[config.mk]
export PLATFORM = sky130hd
export DESIGN_NAME = rx_byte_queue
export DESIGN_NICKNAME = d
export VERILOG_FILES = /design/src/rtl/rx_byte_queue.sv
export SDC_FILE = /design/constraint.sdc
export NUM_CORES = 1
export LEC_CHECK = 0
export ABC_AREA = 1
export BUFFER_PORTS_ARGS = -buffer_cell sky130_fd_sc_hd__buf_4
export CORE_ASPECT_RATIO = 0.9
export CORE_UTILIZATION = 25
export CTS_CLUSTER_SIZE = 10
export DETAILED_ROUTE_END_ITERATION = 10
export PLACE_DENSITY = 0.49
export RECOVER_POWER = 25
export SLEW_MARGIN = 0
export SYNTH_ARGS = -nofsm -noshare
export SYNTH_HDL_FRONTEND = slang
export SYNTH_SLANG_ARGS = --single-unit
[constraint.sdc]
create_clock -name clk -period 7.05 [get_ports clk]
set_clock_uncertainty 0.05 [all_clocks]
set_input_delay 0.705 -clock clk [delete_from_list [all_inputs] [get_ports clk]]
set_output_delay 0.705 -clock clk [all_outputs]
set_load 0.1 [all_outputs]
[src/rtl/rx_byte_queue.sv]
module rx_byte_queue #(
  parameter int DATA_W = 8,
  parameter int DEPTH  = 16,
  localparam int PTR_W = $clog2(DEPTH),
  localparam int CNT_W = PTR_W + 1
) (
  input  logic              clk,
  input  logic              rst_n,
  input  logic              flush_i,
  input  logic              push_i,
  input  logic [DATA_W-1:0] push_data_i,
  input  logic              pop_i,
  output logic [DATA_W-1:0] pop_data_o,
  input  logic              wm_we_i,
  input  logic [PTR_W-1:0]  wm_data_i,
  output logic [PTR_W-1:0]  wm_o,
  output logic [PTR_W-1:0]  occ_o,
  output logic [7:0]        status_o,
  output logic              overflow_o,
  output logic              level_hit_o
);

  logic [DATA_W-1:0] mem [DEPTH];
  logic [PTR_W-1:0]  wr_ptr, rd_ptr, wm_q;
  logic [CNT_W-1:0]  count;
  logic              ovf_q;

  logic is_empty, is_full, push_ok, pop_ok;

  assign is_empty = (count == '0);
  assign is_full  = (count == CNT_W'(DEPTH));
  assign push_ok  = push_i && !is_full;
  assign pop_ok   = pop_i && !is_empty;

  always_ff @(posedge clk or negedge rst_n) begin
    if (!rst_n) begin
      wr_ptr <= '0;
      rd_ptr <= '0;
      count  <= '0;
      ovf_q  <= 1'b0;
      wm_q   <= PTR_W'(DEPTH - 1);
    end else begin
      if (wm_we_i) wm_q <= wm_data_i;
      if (flush_i) begin
        wr_ptr <= '0;
        rd_ptr <= '0;
        count  <= '0;
        ovf_q  <= 1'b0;
      end else begin
        if (push_ok) wr_ptr <= wr_ptr + 1'b1;
        if (pop_ok)  rd_ptr <= rd_ptr + 1'b1;
        count <= count + CNT_W'(push_ok) - CNT_W'(pop_ok);
        if (push_i && is_full) ovf_q <= 1'b1;
      end
    end
  end

  always_ff @(posedge clk) begin
    if (push_ok && !flush_i) mem[wr_ptr] <= push_data_i;
  end

  assign pop_data_o  = is_empty ? '0 : mem[rd_ptr];
  assign wm_o        = wm_q;
  assign occ_o       = is_empty ? '0 : PTR_W'(count - 1'b1);
  assign status_o    = {1'b0, is_empty, is_full, 5'b0};
  assign overflow_o  = ovf_q;
  assign level_hit_o = (count > {1'b0, wm_q});

endmodule


# Word level (Yosys, flattened, before mapping)
# Memories as Yosys holds them, arrays and structs flattened.
# Index checks and enable logic that the tools add are counted.
# totals
ff_bits	18
ram_bits	128
inputBits	18
output_inout_bits	26
elab_cells	35
n_memories	1
# memory_table
memory	words	width	rd	rd_clocked_by_memory_dff	write_ports	line	text
mem	16	8	1	0	1	23	logic [DATA_W-1:0] mem [DEPTH];
# op_classes
add_sub_neg	5
n_lt_le_gt_ge	1
n_eq_ne	1
n_mux	11
reduce_logical	11
# op_table
cell	n
4-bit 2-to-1 mux	5
4-bit by 1-bit adder with 4-bit output (second input constant)	2
8-bit 2-to-1 mux	1
2-bit nonzero test	3
5-bit by 1-bit adder with 5-bit output	1
5-bit equality test (second input constant)	1
5-bit by 4-bit > comparator with 1-bit output	1
5-bit zero test	1
5-bit 2-to-1 mux	1
5-bit by 1-bit subtractor with 5-bit output	1
1-bit logical AND	4
1-bit 2-to-1 mux	4
4-bit by 1-bit subtractor with 4-bit output (second input constant)	1
1-bit zero test	3

# Longest topological paths before layout
# logic_depth
word_depth	6
depth_mapped	14
mapped_depth_nobuf	14

# Worst setup path before layout
# Ideal clock, no wire load.
# synth_path
path_type	register to output
from	register count[1]
to	output port pop_data_o[1]
arrival_ns	2.552
path_slack_ns	3.743
path_stages_with_launch	7
n_path_buf	1
cell_sequence	dfrtp_1 -> inv_1 -> ha_1 -> nand3_1 -> inv_1 -> clkbuf_1 -> a21oi_1
# synth_between
elab_chain_cells	2
# synth_rtl
element	line	text
start: declaration	25	logic [CNT_W-1:0] count;
start signal: assignment	52	count <= count + CNT_W'(push_ok) - CNT_W'(pop_ok);
5-bit zero test	30	assign is_empty = (count == '0);
via is_empty	28	logic is_empty, is_full, push_ok, pop_ok;
8-bit 2-to-1 mux	62	assign pop_data_o = is_empty ? '0 : mem[rd_ptr];
end: declaration	13	output logic [DATA_W-1:0] pop_data_o,
# The timed path passes the listed nets, and every way through them passes these cells.

# Final worst setup path
# layout_path
from	register rd_ptr[0]
to	output port pop_data_o[6]
# layout_between
elab_chain_cells	2
# layout_rtl
element	line	text
start: declaration	24	logic [PTR_W-1:0] wr_ptr, rd_ptr, wm_q;
start signal: assignment	51	if (pop_ok) rd_ptr <= rd_ptr + 1'b1;
memory read 16 x 8 bit	n/a	
8-bit 2-to-1 mux	62	
# No other way between the ends.

==> reports/qor.txt <==
status -> completed
Post-Synth XOR/XNOR Area -> 0.393%
Via density -> 4.09
Mapped Avg Cell Area -> 10.1 µm²
H-Tree Depth -> 4
EDFF count, synth -> 128
clock slew at reported path FFs -> 0.06 ns
Post-synth ARST share -> 12.3%
via count -> 4,332
hold_buf cts -> 0
mux share of post-synthesis cell area -> 0.168%
worst skew pair latency -> 0.42 ns
total global-route track usage -> 12.1%
post-synthesis cell count -> 663
largest net degree at the start of global routing -> 68
Setup CP Type -> reg -> out
Detailed Place HPWL -> 9.78 mm
CP max stage cell -> buf_4
Worst slew margin -> 27.2%
Synth area leader -> edfxtp_1
TritonRoute pass-1 iters -> 4
worst vdd ir -> 0.447 mV
CTS tree -> built
WL per Instance -> 14.5 µm
# port buffers -> 37
CP Data Required Time -> 6.29 ns
Synth Cell Area -> 6690 µm²
Area Overhead vs Synth -> 17.7%
post-CTS sizing -> 0
Yosys cell types -> 26
Detailed Route Iter0 Violations -> 310
Fin. Hold Viols -> 0
Post-Route WL -> 15.4 mm
sequential share of the synthesized area -> 64.3%
complex-gate fraction of the synthesized area -> 2.69%
register bit total from synthesis -> 146
Worst Setup End Kind -> output port
pre-CTS setup slack -> 3.71 ns
worst reg-to-reg path cell count -> 14
Synth Area in Simple Gates -> 20.3%
Fill cells -> 2,735
Worst-Margin Slew -> 1.09 ns
Synth top cells by count -> nand2_1, edfxtp_1, inv_1
vias in the first global route -> 4,355
Synth Flop Type -> edfxtp_1
Setup Fix Bufs, Post-CTS -> 0
cts bufs inserted -> 17
clk root buf -> clkbuf_16
Sink Count -> 146
Final #Nets -> 734
reg-to-reg setup timing slack -> 4.25 ns
n_diodes -> 0
TNS Setup -> 0 ns
RR Startpoint -> count[1]
top-count cell post-synth -> nand2_1
residual antenna-violating net count after detailed routing -> 0
Placement Cell Area -> 7280 µm²
die height -> 157 µm
Hold Crit Class -> in -> async
crit-path max FO -> 67
Die X -> 174 µm
Final WS setup -> 3.28 ns
Setup-failing EPs final -> 0
crit start category -> flop
RSZ-0062 raised after global routing -> false
Synth Area in Adders -> 3.67%
final instance area -> 7870 µm²
GPL Wtd Cong -> 0.822
Final Cycle Share -> 53.5%
Final Max Slew Viols -> 0
largest family of logic cells by synthesized area -> simple AND/OR/NAND/NOR gates
CTS Buffer Depth -> 2
top cells by area, synth -> edfxtp_1, nand2_1, nand3_1, dfrtp_1, inv_1
arrival time at the worst endpoint -> 3.02 ns
pwr dens -> 410 nW/µm²
global-route wire length before repair -> 24.7 mm
top cell type's share of synthesized area -> 57.5%
Die ar. -> 27,400 µm²
fmax -> 265 MHz
layout cells sized above 1 -> 11.3%
leakage -> 0.00328 µW
fin crit period -> 3.77 ns
# DRC -> 0
crit path cell chain -> buf_4, inv_2, buf_4, nand2_1, nand2_1, nand2_1, nand3_1, nand3_1, a21oi_1, buf_4
initial antenna violation count -> 0
Ys Warns -> 0
Cell Rows -> 56
Core Box Area -> 26,200 µm²
max-cap viol count -> 0
top-level port count -> 44
Initial Utilization -> 25.5%
gr ovfl total -> 0
worst r2r dst -> count[4]
crit-path max cell delay -> 0.59 ns
## flip-flops by register name (all words and copies together), names as in the netlist
register and count:
mem 128, count 5, wr_ptr 4, overflow_o 1
rd_ptr 4, wm_o 4
## worst max path at each step
| stage | startpoint | to | slack, ns | cells past startpoint |
|---|---|---|---|---|
| floorplan | count[1] | pop_data_o[1] | 3.74 | 6 |
| global placement | rd_ptr[0] | pop_data_o[6] | 3.70 | 10 |
| detailed placement | rd_ptr[0] | pop_data_o[6] | 3.71 | 10 |
| CTS | rd_ptr[0] | pop_data_o[6] | 3.25 | 10 |
| global route | rd_ptr[0] | pop_data_o[6] | 3.07 | 10 |
| finish | rd_ptr[0] | pop_data_o[6] | 3.28 | 10 |
## worst max-delay path, delay by kind of cell, from the launching register on
| family | cells | cell delay (ns) |
|---|---|---|
| simple gates | 5 | 0.46 |
| flops | 1 | 0.38 |
| compound gates | 1 | 0.29 |
| buf+inv | 4 | 1.40 |
## power breakdown
group / internal [µW] / switching (µW) / total (µW)
combinational: 275 / 1000 / 1280
sequential: 978 / 27.7 / 1010
clock: 567 / 378 / 945
## area by class of cell
cell class / count / area (µm²) / share of cell area (%)
Multi-Input combinational cell: 394 / 1860 / 23.6
Sequential cell: 146 / 4300 / 54.6
Timing Repair Buffer: 45 / 308 / 3.91
Clock buffer: 17 / 425 / 5.40
Clock inverter: 15 / 193 / 2.45
Tap cell: 348 / 435 / 5.53
Inverter: 93 / 349 / 4.43
## cell usage in the layout (no fill, tap or decap)
master,count
dfrtp_1,13
fa_1,1
mux2_2,1
clkinv_4,1
o21ai_0,14
inv_1,89
clkinvlp_4,2
dfrtp_2,1
edfxtp_1,128
a211oi_1,1
nor3_1,6
xor2_1,1
clkinv_1,3
nor2_1,23
buf_4,36
dfstp_2,4
clkbuf_1,8
inv_2,2
bufinv_16,3
nand2_1,211
inv_8,2
clkbuf_16,17
clkbuf_4,1
o21a_1,1
a21oi_1,19
or2_2,1
nand3_1,86
conb_1,6
xnor2_1,2
ha_1,18
nor3_2,3
inv_6,6
## metrics by stage
step | std cells | power (µW) | hold slack [ns] | util [%]
after global placement | 1025 | 2310 | 0.430 | 27.8
after global routing | 1058 | 3390 | 0.433 | 30.0
after floorplan | 668 | 2050 | 0.359 | -
after detailed placement | 1025 | 2310 | 0.448 | 27.8
final | 1058 | 3230 | 0.418 | 30.0
after CTS | 1057 | 3260 | 0.0969 | 30.1
## cell families (layout without fill, tap and decap cells)
family | count (synthesis) | after routing
simple gates | 330 | 330
flops | 146 | 146
buf+inv | 128 | 170
compound gates | 35 | 35
fa+ha+maj | 19 | 19
xor+xnor | 3 | 3
other cells | 1 | 6
mux | 1 | 1
## routing by layer
metal	global-route usage (%)	part of all wire, %	up-vias
li1	-	-	2222
met1	16.5	48	2006
met2	19.1	46	88
met3	1.96	4.2	16
met4	4.85	1.7	0
met5	0	0	-
Note: power is estimated with default switching activity, not from simulation.
